==> config.mk <==
export PLATFORM = sky130hd
export DESIGN_NAME = eye_search_ctrl
export DESIGN_NICKNAME = d
export VERILOG_FILES = /design/src/rtl/eye_search_pkg.sv /design/src/rtl/eye_tick_gen.sv /design/src/rtl/eye_search_fsm.sv /design/src/rtl/eye_delay_path.sv /design/src/rtl/eye_search_ctrl.sv
export SDC_FILE = /design/constraint.sdc
export NUM_CORES = 1
export LEC_CHECK = 0
export CAP_MARGIN = 0
export CORE_MARGIN = 2
export CORE_UTILIZATION = 55
export CTS_CLUSTER_DIAMETER = 80
export DETAILED_ROUTE_END_ITERATION = 12
export PLACE_DENSITY = 0.78
export SYNTH_ARGS = -nofsm -noshare
export SYNTH_HDL_FRONTEND = slang
export SYNTH_HIERARCHICAL = 1
export SYNTH_SLANG_ARGS = --single-unit
==> constraint.sdc <==
create_clock -name clk -period 4.2 [get_ports clk]
set_input_delay 0.84 -clock clk [delete_from_list [all_inputs] [get_ports clk]]
set_output_delay 0.84 -clock clk [all_outputs]
set_load 0.01 [all_outputs]
==> src/rtl/eye_search_pkg.sv <==
`timescale 1ns/1ps
package eye_search_pkg;

  localparam logic [1:0] MODE_MANUAL = 2'b00;
  localparam logic [1:0] MODE_WATCH  = 2'b01;
  localparam logic [1:0] MODE_AUTO   = 2'b10;

  typedef enum logic [2:0] {
    S_IDLE,
    S_SET_SETTLE,
    S_SET_CHECK,
    S_HOLD_SETTLE,
    S_HOLD_CHECK,
    S_FINISH
  } eye_state_t;

  // strobes from the search control to the delay datapath
  typedef struct packed {
    logic probeClr;
    logic probeInc;
    logic settleLoad;
    logic settleDec;
    logic latchSetup;
    logic latchHold;
    logic flagErr;
    logic errClr;
    logic commit;
    logic applyOk;
    logic phaseSetup;
    logic phaseHold;
  } eye_strobe_t;

endpackage

==> src/rtl/eye_tick_gen.sv <==
`timescale 1ns/1ps
module eye_tick_gen #(
  parameter int DIV_W      = 4,
  parameter int BASE_SHIFT = 4
) (
  input  logic             clk,
  input  logic             rst_n,
  input  logic [DIV_W-1:0] divCode,
  output logic             tick
);

  localparam int CNT_W = BASE_SHIFT + (1 << DIV_W) - 1;

  logic [CNT_W-1:0] divCnt;
  logic [CNT_W-1:0] divMask;

  always_comb begin
    divMask = (CNT_W'(1) << (BASE_SHIFT + int'(divCode))) - CNT_W'(1);
    tick    = &(divCnt | ~divMask);
  end

  always_ff @(posedge clk or negedge rst_n) begin
    if (!rst_n) divCnt <= '0;
    else        divCnt <= divCnt + CNT_W'(1);
  end

  AST_TICK_SPACING: assert property (@(posedge clk) disable iff (!rst_n)
    tick |=> !tick);

endmodule

==> src/rtl/eye_search_fsm.sv <==
`timescale 1ns/1ps
module eye_search_fsm
  import eye_search_pkg::*;
(
  input  logic        clk,
  input  logic        rst_n,
  input  logic        tick,
  input  logic        searchOn,
  input  logic        autoOn,
  input  logic        checkOk,
  input  logic        probeMax,
  input  logic        settleZero,
  output eye_strobe_t strb
);

  eye_state_t state;
  eye_state_t stateNxt;

  always_ff @(posedge clk or negedge rst_n) begin
    if (!rst_n)         state <= S_IDLE;
    else if (!searchOn) state <= S_IDLE;
    else if (tick)      state <= stateNxt;
  end

  always_comb begin
    strb            = '0;
    stateNxt        = state;
    strb.phaseSetup = (state == S_SET_SETTLE)  || (state == S_SET_CHECK);
    strb.phaseHold  = (state == S_HOLD_SETTLE) || (state == S_HOLD_CHECK);
    if (searchOn && tick) begin
      unique case (state)
        S_IDLE: begin
          strb.probeClr   = 1'b1;
          strb.settleLoad = 1'b1;
          strb.errClr     = 1'b1;
          stateNxt        = S_SET_SETTLE;
        end
        S_SET_SETTLE: begin
          if (settleZero) stateNxt = S_SET_CHECK;
          else            strb.settleDec = 1'b1;
        end
        S_SET_CHECK: begin
          strb.settleLoad = 1'b1;
          if (!checkOk || probeMax) begin
            strb.latchSetup = 1'b1;
            strb.flagErr    = checkOk;
            strb.probeClr   = 1'b1;
            stateNxt        = S_HOLD_SETTLE;
          end else begin
            strb.probeInc = 1'b1;
            stateNxt      = S_SET_SETTLE;
          end
        end
        S_HOLD_SETTLE: begin
          if (settleZero) stateNxt = S_HOLD_CHECK;
          else            strb.settleDec = 1'b1;
        end
        S_HOLD_CHECK: begin
          if (!checkOk || probeMax) begin
            strb.latchHold = 1'b1;
            strb.flagErr   = checkOk;
            strb.probeClr  = 1'b1;
            stateNxt       = S_FINISH;
          end else begin
            strb.probeInc   = 1'b1;
            strb.settleLoad = 1'b1;
            stateNxt        = S_HOLD_SETTLE;
          end
        end
        S_FINISH: begin
          strb.commit     = 1'b1;
          strb.applyOk    = autoOn;
          strb.probeClr   = 1'b1;
          strb.settleLoad = 1'b1;
          strb.errClr     = 1'b1;
          stateNxt        = S_SET_SETTLE;
        end
        default: stateNxt = S_IDLE;
      endcase
    end
  end

endmodule

==> src/rtl/eye_delay_path.sv <==
`timescale 1ns/1ps
module eye_delay_path
  import eye_search_pkg::*;
#(
  parameter int DLY_W        = 4,
  parameter int TH_W         = 2,
  parameter int SETTLE_TICKS = 2
) (
  input  logic             clk,
  input  logic             rst_n,
  input  eye_strobe_t      strb,
  input  logic             searchOn,
  input  logic [DLY_W-1:0] manSample,
  input  logic [DLY_W-1:0] manSetup,
  input  logic [DLY_W-1:0] manHold,
  input  logic [TH_W-1:0]  thresh,
  output logic             probeMax,
  output logic             settleZero,
  output logic [DLY_W-1:0] sampleDly,
  output logic [DLY_W-1:0] setupDly,
  output logic [DLY_W-1:0] holdDly,
  output logic [DLY_W-1:0] setupRes,
  output logic [DLY_W-1:0] holdRes,
  output logic [DLY_W-1:0] optRes,
  output logic             errRes,
  output logic             done
);

  localparam int SET_W = (SETTLE_TICKS < 1) ? 1 : $clog2(SETTLE_TICKS + 1);

  logic [DLY_W-1:0] probe;
  logic [SET_W-1:0] settleCnt;
  logic [DLY_W-1:0] setupWork;
  logic [DLY_W-1:0] holdWork;
  logic             pendErr;
  logic [DLY_W-1:0] sampleQ;
  logic [DLY_W:0]   sumW;
  logic [DLY_W-1:0] halfW;
  logic [DLY_W-1:0] diffW;
  logic             farEnough;

  always_comb begin
    probeMax   = (probe == {DLY_W{1'b1}});
    settleZero = (settleCnt == '0);
    sumW       = {1'b0, setupWork} + {1'b0, holdWork};
    halfW      = DLY_W'(sumW >> 1);
    diffW      = (halfW > sampleQ) ? (halfW - sampleQ) : (sampleQ - halfW);
    farEnough  = (int'(diffW) > int'(thresh));
  end

  // probe code and settle timer
  always_ff @(posedge clk or negedge rst_n) begin
    if (!rst_n) begin
      probe     <= '0;
      settleCnt <= '0;
    end else begin
      if (strb.probeClr)      probe <= '0;
      else if (strb.probeInc) probe <= probe + DLY_W'(1);
      if (strb.settleLoad)     settleCnt <= SET_W'(SETTLE_TICKS);
      else if (strb.settleDec) settleCnt <= settleCnt - SET_W'(1);
    end
  end

  // margins of the pass in progress
  always_ff @(posedge clk or negedge rst_n) begin
    if (!rst_n) begin
      setupWork <= '0;
      holdWork  <= '0;
      pendErr   <= 1'b0;
    end else begin
      if (strb.latchSetup) setupWork <= probe;
      if (strb.latchHold)  holdWork  <= probe;
      if (strb.errClr)       pendErr <= 1'b0;
      else if (strb.flagErr) pendErr <= 1'b1;
    end
  end

  // committed results and done pulse
  always_ff @(posedge clk or negedge rst_n) begin
    if (!rst_n) begin
      setupRes <= '0;
      holdRes  <= '0;
      optRes   <= '0;
      errRes   <= 1'b0;
      done     <= 1'b0;
    end else begin
      done <= strb.commit;
      if (strb.commit) begin
        setupRes <= setupWork;
        holdRes  <= holdWork;
        optRes   <= halfW;
        errRes   <= pendErr;
      end
    end
  end

  // main sample delay register
  always_ff @(posedge clk or negedge rst_n) begin
    if (!rst_n)                         sampleQ <= '0;
    else if (!searchOn)                 sampleQ <= manSample;
    else if (strb.applyOk && farEnough) sampleQ <= halfW;
  end

  always_comb begin
    sampleDly = searchOn ? sampleQ : manSample;
    setupDly  = searchOn ? (strb.phaseSetup ? probe : '0) : manSetup;
    holdDly   = searchOn ? (strb.phaseHold  ? probe : '0) : manHold;
  end

  AST_ERR_SATURATED: assert property (@(posedge clk) disable iff (!rst_n)
    (done && errRes) |-> (setupRes == {DLY_W{1'b1}} || holdRes == {DLY_W{1'b1}}));
  AST_OPT_BOUNDED: assert property (@(posedge clk) disable iff (!rst_n)
    done |-> (optRes <= ((setupRes > holdRes) ? setupRes : holdRes)
           && optRes >= ((setupRes > holdRes) ? holdRes : setupRes)));
  AST_DONE_SINGLE: assert property (@(posedge clk) disable iff (!rst_n)
    done |=> !done);

endmodule

==> src/rtl/eye_search_ctrl.sv <==
`timescale 1ns/1ps
module eye_search_ctrl #(
  parameter int DLY_W        = 4,
  parameter int DIV_W        = 4,
  parameter int BASE_SHIFT   = 4,
  parameter int TH_W         = 2,
  parameter int SETTLE_TICKS = 2
) (
  input  logic             clk,
  input  logic             rst_n,
  input  logic [DIV_W-1:0] divCode,
  input  logic [1:0]       modeSel,
  input  logic [TH_W-1:0]  thresh,
  input  logic [DLY_W-1:0] manSample,
  input  logic [DLY_W-1:0] manSetup,
  input  logic [DLY_W-1:0] manHold,
  input  logic             checkOk,
  output logic [DLY_W-1:0] sampleDly,
  output logic [DLY_W-1:0] setupDly,
  output logic [DLY_W-1:0] holdDly,
  output logic [DLY_W-1:0] setupCount,
  output logic [DLY_W-1:0] holdCount,
  output logic [DLY_W-1:0] optimum,
  output logic             searchErr,
  output logic             passDone
);

  logic tick;
  logic searchOn;
  logic autoOn;
  logic probeMax;
  logic settleZero;
  eye_search_pkg::eye_strobe_t strb;

  assign searchOn = (modeSel == eye_search_pkg::MODE_WATCH) || (modeSel == eye_search_pkg::MODE_AUTO);
  assign autoOn   = (modeSel == eye_search_pkg::MODE_AUTO);

  eye_tick_gen #(.DIV_W(DIV_W), .BASE_SHIFT(BASE_SHIFT)) u_tick (
    .clk(clk), .rst_n(rst_n), .divCode(divCode), .tick(tick)
  );

  eye_search_fsm u_fsm (
    .clk(clk), .rst_n(rst_n), .tick(tick), .searchOn(searchOn), .autoOn(autoOn),
    .checkOk(checkOk), .probeMax(probeMax), .settleZero(settleZero), .strb(strb)
  );

  eye_delay_path #(.DLY_W(DLY_W), .TH_W(TH_W), .SETTLE_TICKS(SETTLE_TICKS)) u_path (
    .clk(clk), .rst_n(rst_n), .strb(strb), .searchOn(searchOn),
    .manSample(manSample), .manSetup(manSetup), .manHold(manHold), .thresh(thresh),
    .probeMax(probeMax), .settleZero(settleZero),
    .sampleDly(sampleDly), .setupDly(setupDly), .holdDly(holdDly),
    .setupRes(setupCount), .holdRes(holdCount), .optRes(optimum),
    .errRes(searchErr), .done(passDone)
  );

  AST_NO_DONE_MANUAL: assert property (@(posedge clk) disable iff (!rst_n)
    !searchOn |=> !passDone);
  AST_PROBE_EXCLUSIVE: assert property (@(posedge clk) disable iff (!rst_n)
    searchOn |-> !(setupDly != '0 && holdDly != '0));
  AST_WATCH_HOLDS: assert property (@(posedge clk) disable iff (!rst_n)
    (modeSel == eye_search_pkg::MODE_WATCH && $past(modeSel) == eye_search_pkg::MODE_WATCH)
      |-> $stable(sampleDly));
  AST_AUTO_APPLY: assert property (@(posedge clk) disable iff (!rst_n)
    (modeSel == eye_search_pkg::MODE_AUTO && $past(modeSel) == eye_search_pkg::MODE_AUTO
     && sampleDly != $past(sampleDly)) |-> (passDone && sampleDly == optimum));

endmodule

==> results of run 1 <==
[worst max-delay path: stages]
cell,delay [ns]
clkdlybuf4s50_1,0.49
buf_4,0.22
ha_2,0.27
nand3b_1,0.18
ha_4,0.17
nor2_1,0.07
and3_1,0.19
a221o_1,0.28
a21oi_2,0.17
o22ai_1,0.10
nor3_2,0.24
nand2_2,0.12
or4_4,0.56
inv_4,0.09
mux2_2,0.32
[Yosys cell counts, types with 2 or more instances]
| cell | number |
|---|---|
| a211oi_1 | 4 |
| a21oi_1 | 13 |
| nor3_2 | 3 |
| o21bai_1 | 2 |
| a21o_1 | 5 |
| buf_6 | 3 |
| o21ai_0 | 16 |
| dfrtp_1 | 55 |
| nor2_1 | 29 |
| nor3b_1 | 2 |
| o211ai_1 | 4 |
| o2bb2ai_1 | 2 |
| mux2i_1 | 3 |
| a22oi_1 | 3 |
| nand2b_1 | 8 |
| nand3_1 | 18 |
| o2111ai_1 | 4 |
| nand2_1 | 20 |
| nor2b_1 | 5 |
| and3_1 | 11 |
| a311oi_1 | 2 |
| buf_2 | 7 |
| xor2_1 | 13 |
| xnor2_1 | 16 |
| nor4_1 | 3 |
| mux2_2 | 24 |
| ha_1 | 22 |
| nand3b_1 | 5 |
| a31oi_1 | 2 |
| and2_1 | 3 |
| nand4_1 | 3 |
| clkbuf_1 | 4 |
| fa_1 | 3 |
| inv_1 | 29 |
| nor3_1 | 8 |
| o21a_1 | 2 |
[power by group through the flow]
stage | Sequential (mW) | Combinational (mW) | Clock (mW)
after detailed placement | 0.557 | 0.299 | 0
final | 0.547 | 0.310 | 0.379
after global routing | 0.548 | 0.339 | 0.407
after floorplan | 0.554 | 0.192 | 0
after CTS | 0.546 | 0.303 | 0.387
after global placement | 0.557 | 0.289 | 0
[kinds of logic after synthesis]
logic type | Yosys count
simple gates | 131
compound gates | 76
flops | 55
buf+inv | 45
xor+xnor | 29
mux | 27
fa+ha+maj | 25
[registers in the layout, indices dropped and copies added, names as in the netlist]
register          cells
u_tick/divCnt        19
u_path/holdRes        4
u_path/holdWork       4
u_path/optRes         4
u_path/probe          4
u_path/sampleQ        4
u_path/setupRes       4
u_path/setupWork      4
u_fsm/state           3
u_path/settleCnt      2
u_path/done           1
u_path/errRes         1
u_path/pendErr        1
[metal layers]
metal	up-vias	global-route usage	wire length, um
met5	-	0	0
met4	0	0.06534	169
met3	21	0.03810	444
met2	103	0.3930	4132
met1	1480	0.2982	3606
li1	1530	-	-
[timing repair]
action / 4_1_cts / 5_1_grt
resized for setup: 2 / 12
setup endpoints to repair: 1 / 21
setup buffers: 0 / 1
pin swaps: 1 / 9
[layout make-up]
cell class / count / area share
Tap cell: 80 / 0.02133
Multi-Input combinational cell: 288 / 0.4840
Inverter: 30 / 0.02453
Timing Repair Buffer: 79 / 0.1515
Sequential cell: 55 / 0.2933
Clock buffer: 5 / 0.01467
Clock inverter: 3 / 0.01067
[how the worst min path moves through the flow]
stage | start | to | slack (ns) | cells after the start
after floorplan | u_tick/divCnt[15]$_DFF_PN0_ | u_tick/divCnt[15]$_DFF_PN0_ | 0.45 | 1
after global placement | u_path/pendErr$_DFFE_PN0P_ | u_path/pendErr$_DFFE_PN0P_ | 0.47 | 2
after detailed placement | u_tick/divCnt[17]$_DFF_PN0_ | u_tick/divCnt[17]$_DFF_PN0_ | 0.48 | 1
after CTS | u_tick/divCnt[15]$_DFF_PN0_ | u_tick/divCnt[15]$_DFF_PN0_ | 0.50 | 1
after global routing | u_tick/divCnt[15]$_DFF_PN0_ | u_tick/divCnt[15]$_DFF_PN0_ | 0.52 | 1
final | u_tick/divCnt[15]$_DFF_PN0_ | u_tick/divCnt[15]$_DFF_PN0_ | 0.50 | 1
==> impl_metrics.py, run 1 <==
metrics = {
    "status": {
        "run_status": "finished clean",
    },
    "synthesis": {
        "synth_cell_types": 68,
        "synth.area.top_cells": "dfrtp_1 37%, ha_1 7.3%, mux2_2 7.2%",
        "yosys.area_share.simple": 0.1916,
        "synth.avg_cell_area_um2": 9.713,
        "ys_seq_elements": 55,
        "synth_fa_ha_area_frac": 0.08898,
        "syn-num-nets": 436,
        "yosysSeqAreaShare": 0.3652,
        "synth_edf_count": 0,
        "ys_warn_count": 6,
        "synth_top_family_by_area": "simple AND/OR/NAND/NOR gates",
        "async_flop_share": 1.000,
        "synth.top_cell.area_share": 0.3652,
        "synthMuxAreaShare": 0.07968,
        "yosys.area_share.xor_xnor": 0.06740,
        "synth_compound_area_frac": 0.1531,
        "synth_top_area_cell": "dfrtp_1",
        "ys.flop_type": "dfrtp_1",
        "syn_inst": 388,
        "synth_area_mm2": 0.003769,
    },
    "worst_setup_path": {
        "arrival_ns": 4.32,
        "r2r-end": "u_path/sampleQ[1]$_DFFE_PN0P_",
        "cp-start-kind": "primary input",
        "crit_path_start": "divCode[2]",
        "endpoint": "u_path/holdWork[0]$_DFFE_PN0P_",
        "r2r_slack_ns": 0.24,
        "crit_path_max_fanout": 14,
        "worstSetupPathType": "in -> reg",
        "end_kind": "flop",
        "required_ns": 4.41,
        "r2r_cells": 14,
        "r2r-start": "u_path/setupWork[0]$_DFFE_PN0P_",
    },
    "floorplan": {
        "fp.dieArea_mm2": 0.007530,
        "initial_core_util": 0.5609,
        "ios": 49,
        "die_h_um": 86.78,
        "num_rows": 30,
        "die_w_um": 86.78,
        "coreArea_mm2": 0.006719,
    },
    "place": {
        "hpwl_mm": 6.261,
        "numPortBuffers": 48,
        "dp_cells": 531,
        "placed_area_mm2": 0.004503,
        "gp_congestion": 0.8714,
        "pre_cts_ws_ns": -0.3321,
    },
    "global_route": {
        "grt_pass1_wl_mm": 13.70,
        "track_usage": 0.2288,
        "first_global_vias": 2993,
        "grt_max_degree": 56,
        "antenna_found_initial": 0,
        "grt.overflow.total": 0,
    },
    "power": {
        "p_sw_mw": 0.3654,
        "comb_power_share": 0.251,
        "powerDensity_mw_per_mm2": 263.2,
        "swShare": 0.2959,
        "power_frac_clock": 0.307,
        "power_mw": 1.235,
        "p_seq_frac": 0.443,
        "power_leakage_nw": 2.199,
        "ir_worst_vdd_mv": 0.1722,
        "p_int_mw": 0.8694,
    },
    "sta": {
        "fin_ws_ns": 0.09616,
        "slew_headroom": 0.5428,
        "finalSetupTns_ns": 0,
        "timing.final.crit_share": 0.9771,
        "hold_viol_final": 0,
        "period_needed_ns": 4.104,
        "max_freq_mhz": 243.7,
        "tightest_slew_ns": 0.6858,
        "setup_violations": 0,
        "finClkSkew_ns": 0.01801,
        "hold_ws_ns": 0.5033,
        "maxSlewViolCount": 0,
    },
    "cts": {
        "clk_pin_slew_ns": 0.10,
        "htree_num_levels": 2,
        "cts_hold_buf": 0,
        "cts_inserted_buffers": 5,
        "clk_latency_ns": 0.32,
        "cts_tree": "done",
        "cts.sinks": 55,
        "clock_path_buffers": 2,
        "cts_root_buf": "clkbuf_8",
    },
    "layout": {
        "antenna_cells": 0,
        "fillers": 507,
        "final_cells": 540,
        "multiInputGateArea_mm2": 0.002271,
        "area_growth_pct": 24.50,
        "drive_gt1_frac": 0.2109,
        "fin_nets": 507,
        "layout_commonest_cell": "dfrtp_1",
        "final_cell_mix": "55 x dfrtp_1, 46 x clkdlybuf4s50_1, 31 x buf_4, 28 x nor2_1, 26 x inv_1",
        "ff_latch_area_mm2": 0.001376,
        "final_cell_area_mm2": 0.004692,
        "post-route-util": 0.6983,
    },
    "routing": {
        "vias": 3134,
        "wirelength_mm": 8.353,
        "via_per_inst": 5.804,
        "drc_errors": 0,
        "wl_per_cell_um": 15.47,
        "drt_iter0_drc": 98,
        "dr.pass1.iters": 4,
        "antenna_left": 0,
    },
    "flow_run": {
        "drv_cap": 0,
    },
    "worst_hold_path": {
        "hold_class": "reg -> reg",
    },
}
(Power assumes the default switching activity.)
==> inputs of run 2 (changes only) <==
- HOLD_SLACK_MARGIN: not set -> 0.1
==> results of run 2 <==
The final DEF is identical to that of run 1; final timing and power are the same.
